===== config.mk =====
export PLATFORM = sky130hd
export DESIGN_NAME = bitcopy_engine
export DESIGN_NICKNAME = d
export VERILOG_FILES = /design/src/rtl/bitcopy_pkg.sv /design/src/rtl/bitcopy_accum.sv /design/src/rtl/bitcopy_merge.sv /design/src/rtl/bitcopy_engine.sv
export SDC_FILE = /design/constraint.sdc
export NUM_CORES = 1
export LEC_CHECK = 0
export BUFFER_PORTS_ARGS = -buffer_cell sky130_fd_sc_hd__buf_2
export CORE_MARGIN = 4
export CORE_UTILIZATION = 63
export CTS_BUF_LIST = sky130_fd_sc_hd__clkbuf_16
export DETAILED_ROUTE_END_ITERATION = 10
export GPL_TIMING_DRIVEN = 0
export HOLD_SLACK_MARGIN = 0.08
export MAX_ROUTING_LAYER = met4
export PLACE_DENSITY = 0.88
export SLEW_MARGIN = 20
export SYNTH_ARGS = -nofsm -noshare
export SYNTH_HDL_FRONTEND = slang
export SYNTH_SLANG_ARGS = --single-unit

===== constraint.sdc =====
create_clock -name clk -period 11.7 [get_ports clk]
set_input_delay 0.585 -clock clk [delete_from_list [all_inputs] [get_ports clk]]
set_output_delay 0.585 -clock clk [all_outputs]
set_load 0.05 [all_outputs]

===== src/rtl/bitcopy_pkg.sv =====
package bitcopy_pkg;
    typedef enum logic [1:0] {
        ST_IDLE   = 2'd0,
        ST_MOVE   = 2'd1,
        ST_FINISH = 2'd2
    } bc_state_e;
endpackage


===== src/rtl/bitcopy_accum.sv =====
// Pending-bit accumulator: appends source bytes above the held bits and
// retires consumed bits from the bottom.
module bitcopy_accum #(
    parameter int ACC_W  = 16,
    localparam int FILL_W = $clog2(ACC_W + 1)
) (
    input  logic              clk,
    input  logic              rst_n,
    input  logic              clear,
    input  logic              load,
    input  logic [7:0]        load_byte,
    input  logic [2:0]        load_skip,
    input  logic              take,
    input  logic [3:0]        take_n,
    output logic [ACC_W-1:0]  acc,
    output logic [FILL_W-1:0] fill
);
    logic [ACC_W-1:0] incoming;

    always_comb begin
        incoming = ACC_W'(load_byte >> load_skip) << fill;
    end

    always_ff @(posedge clk or negedge rst_n) begin
        if (!rst_n) begin
            acc  <= '0;
            fill <= '0;
        end else if (clear) begin
            acc  <= '0;
            fill <= '0;
        end else if (load) begin
            acc  <= acc | incoming;
            fill <= fill + FILL_W'(8) - FILL_W'(load_skip);
        end else if (take) begin
            acc  <= acc >> take_n;
            fill <= fill - FILL_W'(take_n);
        end
    end

    // capacity is never exceeded
    p_fill_bound_r9: assert property (@(posedge clk) disable iff (!rst_n)
        fill < FILL_W'(ACC_W));
    // loading and retiring never coincide
    p_excl_r8: assert property (@(posedge clk) disable iff (!rst_n)
        !(load && take));
endmodule


===== src/rtl/bitcopy_merge.sv =====
// Combines new bits into an old destination byte under a field mask.
module bitcopy_merge (
    input  logic [7:0] old_byte,
    input  logic [7:0] new_bits,
    input  logic [2:0] lo_bit,
    input  logic [3:0] width,
    output logic [7:0] merged,
    output logic       partial
);
    logic [7:0] field;
    logic [7:0] mask;

    always_comb begin
        field   = (width >= 4'd8) ? 8'hFF : 8'((9'd1 << width) - 9'd1);
        mask    = field << lo_bit;
        merged  = (old_byte & ~mask) | ((new_bits << lo_bit) & mask);
        partial = (mask != 8'hFF);
    end
endmodule


===== src/rtl/bitcopy_engine.sv =====
module bitcopy_engine
    import bitcopy_pkg::*;
#(
    parameter int ADDR_W = 13,
    parameter int CNT_W  = 16,
    parameter int ACC_W  = 16,
    localparam int OFF_W  = ADDR_W + 3,
    localparam int FILL_W = $clog2(ACC_W + 1)
) (
    input  logic              clk,
    input  logic              rst_n,
    input  logic              start,
    input  logic [OFF_W-1:0]  src_bit_pos,
    input  logic [OFF_W-1:0]  dst_bit_pos,
    input  logic [CNT_W-1:0]  bit_count,
    output logic              busy,
    output logic              done,
    output logic              src_rd,
    output logic [ADDR_W-1:0] src_addr,
    input  logic [7:0]        src_rdata,
    output logic              dst_rd,
    output logic              dst_wr,
    output logic [ADDR_W-1:0] dst_addr,
    input  logic [7:0]        dst_rdata,
    output logic [7:0]        dst_wdata
);
    bc_state_e         st, st_nx;
    logic [ADDR_W-1:0] src_ptr, dst_ptr;
    logic [2:0]        skip, dbit;
    logic [CNT_W-1:0]  remain;
    logic [3:0]        room, want;
    logic [ACC_W-1:0]  acc;
    logic [FILL_W-1:0] fill;
    logic              have_bits, partial, accept, last_wr;

    always_comb begin
        room      = 4'd8 - {1'b0, dbit};
        want      = (remain < CNT_W'(room)) ? remain[3:0] : room;
        have_bits = (fill >= FILL_W'(want));
        accept    = (st == ST_IDLE) && start;
    end

    bitcopy_accum #(.ACC_W(ACC_W)) u_accum (
        .clk       (clk),
        .rst_n     (rst_n),
        .clear     (accept),
        .load      (src_rd),
        .load_byte (src_rdata),
        .load_skip (skip),
        .take      (dst_wr),
        .take_n    (want),
        .acc       (acc),
        .fill      (fill)
    );

    bitcopy_merge u_merge (
        .old_byte (dst_rdata),
        .new_bits (acc[7:0]),
        .lo_bit   (dbit),
        .width    (want),
        .merged   (dst_wdata),
        .partial  (partial)
    );

    // Outputs
    always_comb begin
        busy     = (st != ST_IDLE);
        done     = (st == ST_FINISH);
        src_rd   = (st == ST_MOVE) && !have_bits;
        dst_wr   = (st == ST_MOVE) && have_bits;
        dst_rd   = dst_wr && partial;
        src_addr = src_ptr;
        dst_addr = dst_ptr;
        last_wr  = dst_wr && (remain == CNT_W'(want));
    end

    // Next state
    always_comb begin
        st_nx = st;
        unique case (st)
            ST_IDLE:   if (start) st_nx = (bit_count == '0) ? ST_FINISH : ST_MOVE;
            ST_MOVE:   if (last_wr) st_nx = ST_FINISH;
            ST_FINISH: st_nx = ST_IDLE;
            default:   st_nx = ST_IDLE;
        endcase
    end

    // State register
    always_ff @(posedge clk or negedge rst_n) begin
        if (!rst_n) st <= ST_IDLE;
        else        st <= st_nx;
    end

    // Job pointers
    always_ff @(posedge clk or negedge rst_n) begin
        if (!rst_n) begin
            src_ptr <= '0;
            dst_ptr <= '0;
            skip    <= '0;
            dbit    <= '0;
            remain  <= '0;
        end else if (accept) begin
            src_ptr <= src_bit_pos[OFF_W-1:3];
            skip    <= src_bit_pos[2:0];
            dst_ptr <= dst_bit_pos[OFF_W-1:3];
            dbit    <= dst_bit_pos[2:0];
            remain  <= bit_count;
        end else if (src_rd) begin
            src_ptr <= src_ptr + 1'b1;
            skip    <= '0;
        end else if (dst_wr) begin
            dst_ptr <= dst_ptr + 1'b1;
            dbit    <= '0;
            remain  <= remain - CNT_W'(want);
        end
    end

    // an idle engine touches neither memory
    p_idle_quiet_r2: assert property (@(posedge clk) disable iff (!rst_n)
        !busy |-> (!src_rd && !dst_wr && !dst_rd));
    // done lasts one cycle
    p_done_pulse_r6: assert property (@(posedge clk) disable iff (!rst_n)
        done |=> !done);
    // the final write is followed by done
    p_last_write_r6: assert property (@(posedge clk) disable iff (!rst_n)
        (dst_wr && remain == CNT_W'(want)) |=> done);
    // a fully covered byte is never read back
    p_full_blind_r5: assert property (@(posedge clk) disable iff (!rst_n)
        (dst_wr && dbit == 3'd0 && want == 4'd8) |-> !dst_rd);
    // one access per cycle
    p_one_access_r8: assert property (@(posedge clk) disable iff (!rst_n)
        !(src_rd && dst_wr));
endmodule


# Word-level counts from Yosys, hierarchy flattened
# Index checks and enable logic that the tools add are counted.
# totals
regBits	71
in_bits	67
word_cells	76
out_inout_bits	39
# op_classes
addsub	8
n_lt_le_gt_ge	3
n_eq_ne	7
reduce_logical	14
bitwise_logic	5
shifts	6
mux	25
# ops
operator	n
$mux W16	6
$mux W13	5
$add A13 B1 Y13 const B	2
$and A8 B8 Y8	2
$eq A16 B4 Y1	1
$logic_not A16 Y1	1
$lt A16 B4 Y1	1
$or A16 B16 Y16	1
$shl A16 B5 Y16	1
$shl A8 B3 Y8	2
$shr A16 B4 Y16	1
$shr A8 B3 Y16	1
$sub A16 B4 Y16	1
$mux W3	5
$mux W5	3
$mux W8	1
$ne A8 B8 Y1 const B	1
$not A8 Y8	1
$or A8 B8 Y8	1
$shl A1 B4 Y8 const A	1
$sub A8 B1 Y8 const B	1
$mux W2	3
$reduce_bool A2 Y1	3
$add A5 B4 Y5 const B	1
other kinds (16)	22

# Logic depth before layout (Yosys ltp)
# Gate-level depths: netlist of run 1.
# logic_depth
word_depth	10
mapped_depth	22
mapped_depth_nobuf	19

# By module
# Synthesis of run 1 repeated with hierarchy kept, for this count alone.
# unflattened
cells_unflattened	825
area_unflattened_um2	6754.0
# modules_own_cells
mod	seq_area_each_um2	instances	cells_each	area_per_inst_um2
bitcopy_engine	1251.2	1	398	3316.9
bitcopy_accum	525.5	1	332	2696.3
bitcopy_merge	0.0	1	95	740.7

# Least setup slack after synthesis of run 1
# No wires, ideal clock.
# synth_path
path_kind	register -> output
start	register dbit[0]
end	output port dst_rd
stages_incl_launch_ff	18
path_slack_ns	5.737
arrival_time_ns	5.378
path_cell_list	dfrtp_1 clkbuf_1 clkinv_1 ha_1 clkbuf_1 maj3_1 maj3_1 o21ai_2 mux2_2 inv_2 clkbuf_1 ha_1 nand4b_1 or3_1 o211a_2 a31oi_1 nand2_2 a31oi_1
# synth_between
elab_chain_cells	9
elab_cells_between_ends	12
cone_classes	add/sub (2); order compare (3); eq/ne (1); shift (2); mux (2); reduce/logical (2)
# synth_lines
item	line_no	rtl
start, declared	bitcopy_engine.sv:29	logic [2:0] skip, dbit;
start signal, assigned	bitcopy_engine.sv:106	dbit <= dst_bit_pos[2:0];
$sub A4 B3 Y4	bitcopy_engine.sv:37	room = 4'd8 - {1'b0, dbit};
$lt A16 B4 Y1	bitcopy_engine.sv:38	want = (remain < CNT_W'(room)) ? remain[3:0] : room;
$mux W4	bitcopy_engine.sv:38	
$shl A1 B4 Y8	bitcopy_merge.sv:14	field = (width >= 4'd8) ? 8'hFF : 8'((9'd1 << width) - 9'd1);
$sub A8 B1 Y8	bitcopy_merge.sv:14	
$mux W8	bitcopy_merge.sv:14	
$shl A8 B3 Y8	bitcopy_merge.sv:15	mask = field << lo_bit;
$ne A8 B8 Y1	bitcopy_merge.sv:17	partial = (mask != 8'hFF);
$logic_and A1 B1 Y1 *	bitcopy_engine.sv:71	dst_rd = dst_wr && partial;
end, declared	bitcopy_engine.sv:21	output logic dst_rd,
# Mark *: on every way between the ends. The rest lies on a longest branch, timed or not.

# Worst setup path in the final report of run 1
# layout_path
start	register dbit[0]
end	output port dst_wdata[6]
# layout_between
elab_chain_cells	10
elab_cells_between_ends	13
cone_classes	add/sub (2); order compare (2); shift (3); mux (2); bitwise (4)
# layout_lines
item	line_no	rtl
$sub A4 B3 Y4	bitcopy_engine.sv:37	
$lt A16 B4 Y1	bitcopy_engine.sv:38	
$mux W4	bitcopy_engine.sv:38	
$shl A1 B4 Y8	bitcopy_merge.sv:14	
$sub A8 B1 Y8	bitcopy_merge.sv:14	
$mux W8	bitcopy_merge.sv:14	
$shl A8 B3 Y8	bitcopy_merge.sv:15	
$not A8 Y8	bitcopy_merge.sv:16	merged = (old_byte & ~mask) | ((new_bits << lo_bit) & mask);
$and A8 B8 Y8	bitcopy_merge.sv:16	
$or A8 B8 Y8 *	bitcopy_merge.sv:16	
end, declared	bitcopy_engine.sv:25	output logic [7:0] dst_wdata
# Marks and branches as above.

==> flow_metrics.env, run 1 <==
export IMPL_vias_per_cell=7.00
export IMPL_critPathSlowestCell="clkbuf_1"
export IMPL_p_per_area_mw_per_mm2=314
export IMPL_clk_latency_ps=350
export IMPL_netlist_instances=811
export IMPL_synth_largest_area_cell="dfrtp_1"
export IMPL_core_mm2=0.00991
export IMPL_antenna_left=0
export IMPL_fin_crit_ps=7710
export IMPL_ys_seq_area_share_pct=27.4
export IMPL_portBuffers=105
export IMPL_first_pass_iters=7
export IMPL_post_synth_cell_area_avg_um2=8.01
export IMPL_relSlewSlack_pct=44.7
export IMPL_drive_above_1_share_pct=19.2
export IMPL_async_flop_share_pct=100
export IMPL_worstReg2RegEnd="u_accum.acc[8]$_DFFE_PN0P_"
export IMPL_gp_congestion=0.987
export IMPL_dieHeight_um=110
export IMPL_num_vias=7462
export IMPL_clock_sinks=71
export IMPL_hold_buffers=0
export IMPL_rr_startpoint="dbit[0]$_DFFE_PN0P_"
export IMPL_fmax_mhz=130
export IMPL_die_x_um=110
export IMPL_cp_end_kind="primary output"
export IMPL_fin_skew_ps=10.8
export IMPL_yosysWarnings=0
export IMPL_cts_max_level=3
export IMPL_yosysTopAreaCellShare_pct=27.4
export IMPL_initial_core_util_pct=65.5
export IMPL_hold_viol_final=0
export IMPL_worstHoldPathType="in2async"
export IMPL_grt_start_max_net_pins=58
export IMPL_final_cell_mix="115 x buf_2, 94 x nand2_1, 71 x dfrtp_1, 67 x a21oi_1, 60 x o21ai_0"
export IMPL_worst_ep_arrival_time_ps=7130
export IMPL_synth_cell_types=86
export IMPL_seqPwrFrac_pct=20.6
export IMPL_setup_viol=0
export IMPL_grt_pass1_vias=7311
export IMPL_final_common_cell="buf_2"
export IMPL_critPathCapture="dst_wdata[6]"
export IMPL_grt_usage_pct=39.5
export IMPL_fin_nets=1015
export IMPL_clk_pin_slew_ps=70
export IMPL_synthToLayoutAreaGrowth_pct=15.7
export IMPL_synthesis_nets=898
export IMPL_worstSetupPathType="reg2out"
export IMPL_drt_iter0_drc=819
export IMPL_p_int_mw=1.04
export IMPL_critPathMostFrequentCell="clkbuf_1"
export IMPL_nFillCells=738
export IMPL_tns_ps=0
export IMPL_startpoint="dbit[0]$_DFFE_PN0P_"
export IMPL_cts_tree="built"
export IMPL_synth_edff_count=0
export IMPL_cts_resized_gates=0
export IMPL_cts_root_buf="clkbuf_16"
export IMPL_grt_pass1_wl_um=36300
export IMPL_remaining_drc_errors=0
export IMPL_p_leak_nw=3.30
export IMPL_ios=106
export IMPL_placed_area_mm2=0.00722
export IMPL_final_period_utilization_pct=65.9
export IMPL_r2r_cells=19
export IMPL_wirelength_um=22600
export IMPL_drv_slew=0
export IMPL_peakVddDrop_mv=0.234
export IMPL_antenna_found_initial=0
export IMPL_synthesis_area_mm2=0.00649
export IMPL_cp_slowest_stage_delay_ps=550
export IMPL_synth_area_leaders="dfrtp_1 27%, mux2i_1 7.7%, nand2_1 5.4%, a21oi_1 5.2%, o21ai_0 4.6%"
export IMPL_p_clk_share_pct=12.0
export IMPL_cp_cell_sequence="clkbuf_1 -> clkinv_1 -> ha_1 -> clkbuf_1 -> inv_1 -> maj3_1 -> a2111o_1 -> o21a_1 -> nor2_2 -> clkbuf_1 -> nand3_1 -> ha_1 -> buf_1 -> inv_1 -> a2111oi_0 -> a2111oi_1 -> a21oi_1 -> o211ai_1 -> mux2_2 -> buf_2"
export IMPL_row_count=36
export IMPL_wl_per_cell_um=21.2
export IMPL_clockBufferDepth=2
export IMPL_gr_total_overflow=0
export IMPL_reg2reg_slack_ps=4860
export IMPL_synth_seq_cells=71
export IMPL_dpl_hpwl_um=16600
export IMPL_worstPathRequired_ps=11120
export IMPL_cts_buffers=9
export IMPL_dp_slack_ps=4590
export IMPL_antenna_cells=0
export IMPL_netSwitchingPower_mw=1.32
export IMPL_worstMarginPinSlew_ps=806
export IMPL_swShare_pct=56.0
export IMPL_fin_area_mm2=0.00751
export IMPL_rsz0062_at_grt="no"
export IMPL_critPathLaunchType="flip-flop"
export IMPL_power_frac_comb_pct=67.4
export IMPL_status="finished clean"
export IMPL_worst_path_max_fanout=10
export IMPL_die_area_mm2=0.0120
export IMPL_max_cap_viol_count=0
export IMPL_cts_setup_buffers=0
export IMPL_synth_flop_cell="dfrtp_1"
export IMPL_fin_ws_ps=3990
per-layer routing:
metal | share of wire [%] | global-route usage, %
met4 | 4.6 | 19.9
met5 | 0 | -
met1 | 38 | 47.9
met2 | 47 | 62.5
met3 | 10 | 8.10
sequential cells by signal (all words and copies together), names as in the netlist:
| register | count |
|---|---|
| skip | 3 |
| u_accum.acc | 16 |
| st | 2 |
| remain | 16 |
| src_addr | 13 |
| dst_addr | 13 |
| u_accum.fill | 5 |
| dbit | 3 |
power groups by stage:
stage	Combinational (mW)	Clock, mW	Sequential [mW]
6_report	1.59	0.284	0.487
3_3_place_gp	1.50	0	0.470
3_5_place_dp	1.53	0	0.478
2_1_floorplan	1.02	0	0.587
4_1_cts	1.55	0.281	0.477
5_1_grt	1.70	0.292	0.497
cell usage after synthesis (13+ instances only):
cell type  number
o21ai_0        60
nor2_1         47
o211ai_1       16
a21oi_1        67
mux2i_1        50
and3_1         16
nand2_1        94
o22ai_1        16
inv_1          20
nand3_1        25
xor2_1         15
nor3_1         20
a31oi_1        13
a22oi_1        14
clkbuf_1       38
ha_1           19
dfrtp_1        71
worst max-delay path: cells and delay by family (launching register included):
kind | cells | cell delay (ps)
AND/OR/NAND/NOR | 2 | 670
multiplexers | 1 | 350
flip-flops | 1 | 340
adder cells (fa/ha/maj) | 3 | 1050
AO/OA/AOI/OAI | 6 | 1760
buffers and inverters | 8 | 2600
how the worst min path moves through the flow:
stage | start | end
after floorplan | rst_n | dbit[0]$_DFFE_PN0P_
after global placement | remain[6]$_DFFE_PN0P_ | remain[6]$_DFFE_PN0P_
after detailed placement | rst_n | u_accum.acc[7]$_DFFE_PN0P_
after CTS | rst_n | dbit[2]$_DFFE_PN0P_
after global routing | rst_n | dbit[2]$_DFFE_PN0P_
final | rst_n | dbit[2]$_DFFE_PN0P_
per-stage QoR:
stage,power (mW),cells,utilization (%),hold WS (ps)
5_1_grt,2.49,1066,75.8,130
3_3_place_gp,1.97,1049,72.5,488
3_5_place_dp,2.01,1050,72.8,473
2_1_floorplan,1.61,811,-,289
4_1_cts,2.31,1066,75.8,113
6_report,2.36,1066,75.8,102
cells by family after synthesis:
logic type / after synthesis / share of synthesized area, %
flip-flops: 71 / 27.4
buffers and inverters: 82 / 5.01
adder cells (fa/ha/maj): 25 / 4.74
multiplexers: 67 / 11.3
AO/OA/AOI/OAI: 276 / 28.5
XOR/XNOR: 18 / 2.43
AND/OR/NAND/NOR: 272 / 20.6
cell type report:
type	count	area, um2	area share, %
clock buffer	9	225	3.00
clock inverter	7	72.6	0.966
timing repair buffer	106	556	7.39
multi-input combinational	658	4390	58.5
buffer	53	216	2.88
tap	133	166	2.21
inverter	29	109	1.45
sequential	71	1780	23.6
Power figures use the tool's default switching activity.
==> inputs of run 2 (changes only) <==
--- a/config.mk
+++ b/config.mk
@@ -7,13 +7,13 @@
 export LEC_CHECK = 0
 export BUFFER_PORTS_ARGS = -buffer_cell sky130_fd_sc_hd__buf_2
 export CORE_MARGIN = 4
-export CORE_UTILIZATION = 63
+export CORE_UTILIZATION = 53
 export CTS_BUF_LIST = sky130_fd_sc_hd__clkbuf_16
 export DETAILED_ROUTE_END_ITERATION = 10
 export GPL_TIMING_DRIVEN = 0
 export HOLD_SLACK_MARGIN = 0.08
 export MAX_ROUTING_LAYER = met4
-export PLACE_DENSITY = 0.88
+export PLACE_DENSITY = 0.79
 export SLEW_MARGIN = 20
 export SYNTH_ARGS = -nofsm -noshare
 export SYNTH_HDL_FRONTEND = slang
==> constraint.sdc (replaced) <==
create_clock -name clk -period 6.4 [get_ports clk]
set_input_delay 0.32 -clock clk [delete_from_list [all_inputs] [get_ports clk]]
set_output_delay 0.32 -clock clk [all_outputs]
set_load 0.05 [all_outputs]
==> flow_metrics.env, run 2 (same netlist as run 1, synthesis figures left out) <==
export IMPL_worstPathRequired_ps=6080
export IMPL_final_cell_mix="116 x buf_2, 94 x nand2_1, 70 x dfrtp_1, 67 x a21oi_1, 60 x o21ai_0"
export IMPL_worstMarginPinSlew_ps=700
export IMPL_grt_usage_pct=30.3
export IMPL_hold_path_end="skip[1]$_DFFE_PN0N_"
export IMPL_relSlewSlack_pct=53.3
export IMPL_drv_slew=0
export IMPL_final_common_cell="buf_2"
export IMPL_netSwitchingPower_mw=2.37
export IMPL_drt_iter0_drc=548
export IMPL_row_count=40
export IMPL_worst_ep_arrival_time_ps=5860
export IMPL_wirelength_um=21200
export IMPL_antenna_cells=0
export IMPL_num_vias=7124
export IMPL_setup_viol=0
export IMPL_portBuffers=105
export IMPL_first_pass_iters=5
export IMPL_hold_depth=3
export IMPL_cts_max_level=3
export IMPL_clk_latency_ps=350
export IMPL_seqPwrFrac_pct=20.6
export IMPL_numPlacedInstances=1064
export IMPL_drive_above_1_share_pct=20.4
export IMPL_gp_congestion=0.953
export IMPL_nFillCells=1093
export IMPL_vias_per_cell=6.60
export IMPL_peakVddDrop_mv=0.384
export IMPL_grt_start_max_net_pins=54
export IMPL_critPathLaunchType="flip-flop"
export IMPL_rr_startpoint="dbit[1]$_DFFE_PN0P_"
export IMPL_worstSetupPathType="reg2out"
export IMPL_worst_path_max_fanout=9
export IMPL_cp_end_kind="primary output"
export IMPL_p_int_mw=1.91
export IMPL_power_frac_comb_pct=67.5
export IMPL_antenna_left=0
export IMPL_remaining_drc_errors=0
export IMPL_gr_total_overflow=0
export IMPL_hp_start="src_bit_pos[1]"
export IMPL_fin_crit_ps=6180
export IMPL_reg2reg_slack_ps=690
export IMPL_total_power_mw=4.28
export IMPL_clockBufferDepth=2
export IMPL_final_period_utilization_pct=96.6
export IMPL_p_clk_share_pct=11.9
export IMPL_p_per_area_mw_per_mm2=563
export IMPL_clock_sinks=71
export IMPL_rsz0062_at_grt="no"
export IMPL_clk_pin_slew_ps=60
export IMPL_fin_area_mm2=0.00759
export IMPL_hold_viol_final=0
export IMPL_die_area_mm2=0.0141
export IMPL_worstHoldPathType="in2reg"
export IMPL_cts_tree="built"
export IMPL_die_x_um=119
export IMPL_core_mm2=0.0120
export IMPL_p_leak_nw=3.32
export IMPL_wl_per_cell_um=19.7
export IMPL_fmax_mhz=162
export IMPL_fin_nets=1014
export IMPL_placed_area_mm2=0.00723
export IMPL_ios=106
export IMPL_grt_pass1_wl_um=34300
export IMPL_tns_ps=0
export IMPL_hold_ws_ps=173
export IMPL_cts_root_buf="clkbuf_16"
export IMPL_reg_largest_list="remain x16, u_accum.acc x16"
export IMPL_worstReg2RegEnd="u_accum.acc[8]$_DFFE_PN0P_"
export IMPL_initial_core_util_pct=54.1
export IMPL_status="finished clean"
export IMPL_cts_buffers=9
export IMPL_grt_pass1_vias=6892
export IMPL_instances_no_fill=1079
export IMPL_max_cap_viol_count=0
export IMPL_dpl_hpwl_um=15800
export IMPL_r2r_cells=18
export IMPL_synthToLayoutAreaGrowth_pct=17.0
export IMPL_swShare_pct=55.4
export IMPL_antenna_found_initial=0
export IMPL_dieHeight_um=119
export IMPL_fin_skew_ps=11.5
run 2: cell type report:
cell class	count	area (um2)	area share (%)
Multi-Input combinational cell	658	4440	58.5
Inverter	29	110	1.45
Sequential cell	71	1780	23.4
Clock buffer	9	225	2.97
Tap cell	147	184	2.42
Buffer	50	209	2.75
Clock inverter	7	71.3	0.939
Timing Repair Buffer	108	573	7.55
run 2: critical path: stages (launching register included):
cell and delay, ps:
dfrtp_1 310, clkbuf_1 280, inv_1 200, ha_2 500, inv_1 160, maj3_1 380, maj3_1 490, a21oi_2 310
mux2i_4 380, inv_2 180, ha_1 350, nand4b_1 220, or3_1 380, o211a_2 270, a31oi_2 300, nand2_2 280
inv_2 230, buf_2 300
run 2: worst max-delay path by stage:
stage / start / end / slack (ps) / cells after the start
finish: dbit[1]$_DFFE_PN0P_ / dst_wr / 220 / 17
detailed placement: dbit[0]$_DFFE_PN0P_ / dst_wdata[6] / -370 / 20
floorplan: dbit[0]$_DFFE_PN0P_ / dst_rd / 700 / 17
global placement: dbit[0]$_DFFE_PN0P_ / dst_wdata[6] / -350 / 20
CTS: dbit[2]$_DFFE_PN0P_ / dst_rd / 5 / 18
global route: dbit[1]$_DFFE_PN0P_ / dst_rd / 0.9 / 17
run 2: power by group through the flow:
stage / Sequential [mW] / Combinational [mW] / Clock (mW)
after global placement: 0.866 / 2.76 / 0
after detailed placement: 0.870 / 2.80 / 0
after global routing: 0.909 / 3.12 / 0.530
after floorplan: 1.07 / 1.86 / 0
after CTS: 0.870 / 2.82 / 0.512
final: 0.880 / 2.89 / 0.509
run 2: metrics by stage:
stage          setup slack [ps]  util [%]
2_1_floorplan               702         -
3_3_place_gp               -351      60.0
3_5_place_dp               -367      60.2
4_1_cts                    5.44      62.9
5_1_grt                   0.905      63.2
6_report                    216      63.2
run 2: layer usage:
layer / GRT usage, % / routed length [um] / vias to the layer above / share of wire, %
met5: - / 0 / - / 0
met4: 14.0 / 589 / 0 / 2.8
met3: 5.36 / 1920 / 54 / 9.0
met2: 45.3 / 9620 / 379 / 45
met1: 40.3 / 9090 / 3384 / 43
li1: - / - / 3307 / -
run 2: timing repair:
item / in CTS / in global routing
hold buffers: 1 / 0
endpoints found under the hold margin: 18 / 0
pin swaps: 0 / 1
buffers inserted: 0 / 1
endpoints found under the setup margin: 44 / 8
gates resized for setup: 7 / 9
==> inputs of run 3 (changes only) <==
--- a/config.mk
+++ b/config.mk
@@ -9,12 +9,14 @@
 export CORE_MARGIN = 4
 export CORE_UTILIZATION = 53
 export CTS_BUF_LIST = sky130_fd_sc_hd__clkbuf_16
+export CTS_CLUSTER_SIZE = 10
 export DETAILED_ROUTE_END_ITERATION = 10
 export GPL_TIMING_DRIVEN = 0
 export HOLD_SLACK_MARGIN = 0.08
 export MAX_ROUTING_LAYER = met4
-export PLACE_DENSITY = 0.79
+export PLACE_DENSITY = 0.9
 export SLEW_MARGIN = 20
 export SYNTH_ARGS = -nofsm -noshare
 export SYNTH_HDL_FRONTEND = slang
 export SYNTH_SLANG_ARGS = --single-unit
+export TNS_END_PERCENT = 30
==> flow_metrics.env, run 3 (same netlist as run 1, synthesis figures left out) <==
export IMPL_status="finished clean"
export IMPL_worstSetupPathType="reg2out"
export IMPL_wirelength_um=20900
export IMPL_fin_crit_ps=6130
export IMPL_drive_above_1_share_pct=20.3
export IMPL_drt_iter0_drc=944
export IMPL_hold_viol_final=0
export IMPL_remaining_drc_errors=0
export IMPL_grt_pass1_vias=6830
export IMPL_hp_start="dst_bit_pos[0]"
export IMPL_initial_core_util_pct=54.1
export IMPL_dp_slack_ps=-243
export IMPL_grt_pass1_wl_um=33600
export IMPL_cts_buffers=9
export IMPL_grt_usage_pct=29.4
export IMPL_worst_ep_arrival_time_ps=5810
export IMPL_core_mm2=0.0120
export IMPL_row_count=40
export IMPL_final_common_cell="buf_2"
export IMPL_antenna_left=0
export IMPL_fin_skew_ps=7.67
export IMPL_worstPathRequired_ps=6080
export IMPL_vias_per_cell=6.71
export IMPL_seq_area_mm2=0.00178
export IMPL_cts_setup_buffers=0
export IMPL_grt_start_max_net_pins=54
export IMPL_rr_startpoint="dbit[1]$_DFFE_PN0P_"
export IMPL_clock_sinks=71
export IMPL_worstReg2RegEnd="u_accum.acc[4]$_DFFE_PN0P_"
export IMPL_antenna_cells=0
export IMPL_portBuffers=105
export IMPL_nFillCells=1025
export IMPL_clk_latency_ps=340
export IMPL_final_cell_mix="115 x buf_2, 94 x nand2_1, 70 x dfrtp_1, 67 x a21oi_1, 60 x o21ai_0"
export IMPL_instances_no_fill=1078
export IMPL_dieHeight_um=119
export IMPL_fin_nets=1013
export IMPL_worst_path_max_fanout=9
export IMPL_drv_slew=0
export IMPL_reg_largest_list="remain x16, u_accum.acc x16"
export IMPL_setup_viol=0
export IMPL_antenna_found_initial=0
export IMPL_num_vias=7233
export IMPL_gr_total_overflow=0
export IMPL_critPathLaunchType="flip-flop"
export IMPL_p_per_area_mw_per_mm2=561
export IMPL_reg2reg_slack_ps=680
export IMPL_r2r_cells=19
export IMPL_max_cap_viol_count=0
export IMPL_wl_per_cell_um=19.4
export IMPL_cts_root_buf="clkbuf_16"
export IMPL_worstHoldPathType="in2reg"
export IMPL_cts_max_level=3
export IMPL_clockBufferDepth=2
export IMPL_fin_ws_ps=268
export IMPL_multiInputGateArea_mm2=0.00446
export IMPL_hold_depth=3
export IMPL_die_area_mm2=0.0141
export IMPL_synthToLayoutAreaGrowth_pct=16.8
export IMPL_final_period_utilization_pct=95.8
export IMPL_ios=106
export IMPL_peakVddDrop_mv=0.390
export IMPL_fmax_mhz=163
export IMPL_dpl_hpwl_um=15400
export IMPL_cp_end_kind="primary output"
export IMPL_cts_tree="built"
export IMPL_relSlewSlack_pct=51.4
export IMPL_worstMarginPinSlew_ps=723
export IMPL_die_x_um=119
export IMPL_clk_pin_slew_ps=60
export IMPL_first_pass_iters=8
export IMPL_gp_congestion=0.990
export IMPL_numPlacedInstances=1064
export IMPL_hold_path_end="dbit[0]$_DFFE_PN0P_"
export IMPL_p_leak_nw=3.31
export IMPL_total_power_mw=4.26
[run 3: cell types whose count changed in the layout (fill, tap and decap cells not counted), sizes merged]
cell,previous run,this run
buf,122,120
clkbuf,44,45
clkinv,7,6
inv,27,28
[run 3: worst max-delay path by stage]
stage,from,end,slack (ps),cells past startpoint
finish,dbit[1]$_DFFE_PN0P_,dst_rd,270,17
global route,dbit[1]$_DFFE_PN0P_,dst_rd,-10,19
CTS,dbit[0]$_DFFE_PN0P_,dst_wdata[6],40,18
detailed placement,dbit[0]$_DFFE_PN0P_,dst_wdata[6],-240,20
global placement,dbit[0]$_DFFE_PN0P_,dst_wdata[6],-300,20
floorplan,dbit[0]$_DFFE_PN0P_,dst_rd,700,17
[run 3: routing by layer]
metal | GRT usage [%] | wire [um] | vias to the layer above
met5 | - | 0 | -
met4 | 11.4 | 507 | 0
met3 | 5.22 | 2520 | 63
met2 | 44.5 | 9520 | 535
met1 | 39.4 | 8400 | 3338
li1 | - | - | 3297
[run 3: layout make-up]
type / count / share of cell area, %
multi-input combinational: 658 / 58.8
clock buffer: 9 / 2.97
timing repair buffer: 107 / 7.46
clock inverter: 7 / 0.742
inverter: 29 / 1.45
sequential: 71 / 23.4
buffer: 50 / 2.76
tap: 147 / 2.43
[run 3: what timing repair did]
action | in CTS | in global routing
setup endpoints to repair | 18 | 14
hold endpoints to repair | 18 | 0
hold buffers | 1 | 0
pin swaps | 0 | 1
gates resized for setup | 4 | 15
[run 3: where the power goes]
group          internal, mW  switching, mW  total (mW)  leakage, nW
combinational         0.960           1.93        2.89         2.31
clock                 0.295          0.188       0.483        0.141
sequential            0.645          0.235       0.880        0.864
total                  1.90           2.36        4.26         3.31
[run 3: stage by stage]
| stage | cell area, um2 | hold WS, ps | utilization [%] | TNS (ps) |
|---|---|---|---|---|
| floorplan | 6490 | 24.4 | - | 0 |
| global placement | 7200 | 484 | 60.0 | -718 |
| detailed placement | 7230 | 222 | 60.2 | -640 |
| CTS | 7520 | 186 | 62.6 | 0 |
| global route | 7580 | 215 | 63.1 | -20.9 |
| finish | 7580 | 192 | 63.1 | 0 |
[run 3: critical path, stage by stage, from the launching register on]
cell and delay [ps]:
dfrtp_1 320, clkbuf_1 280, inv_1 190, ha_2 490
inv_1 160, maj3_1 380, maj3_1 490, a21oi_2 290
mux2i_2 390, inv_2 200, ha_1 350, nand4b_1 200
or3_1 380, o211a_2 280, a31oi_2 300, nand2_2 270
a31oi_1 230, buf_2 290
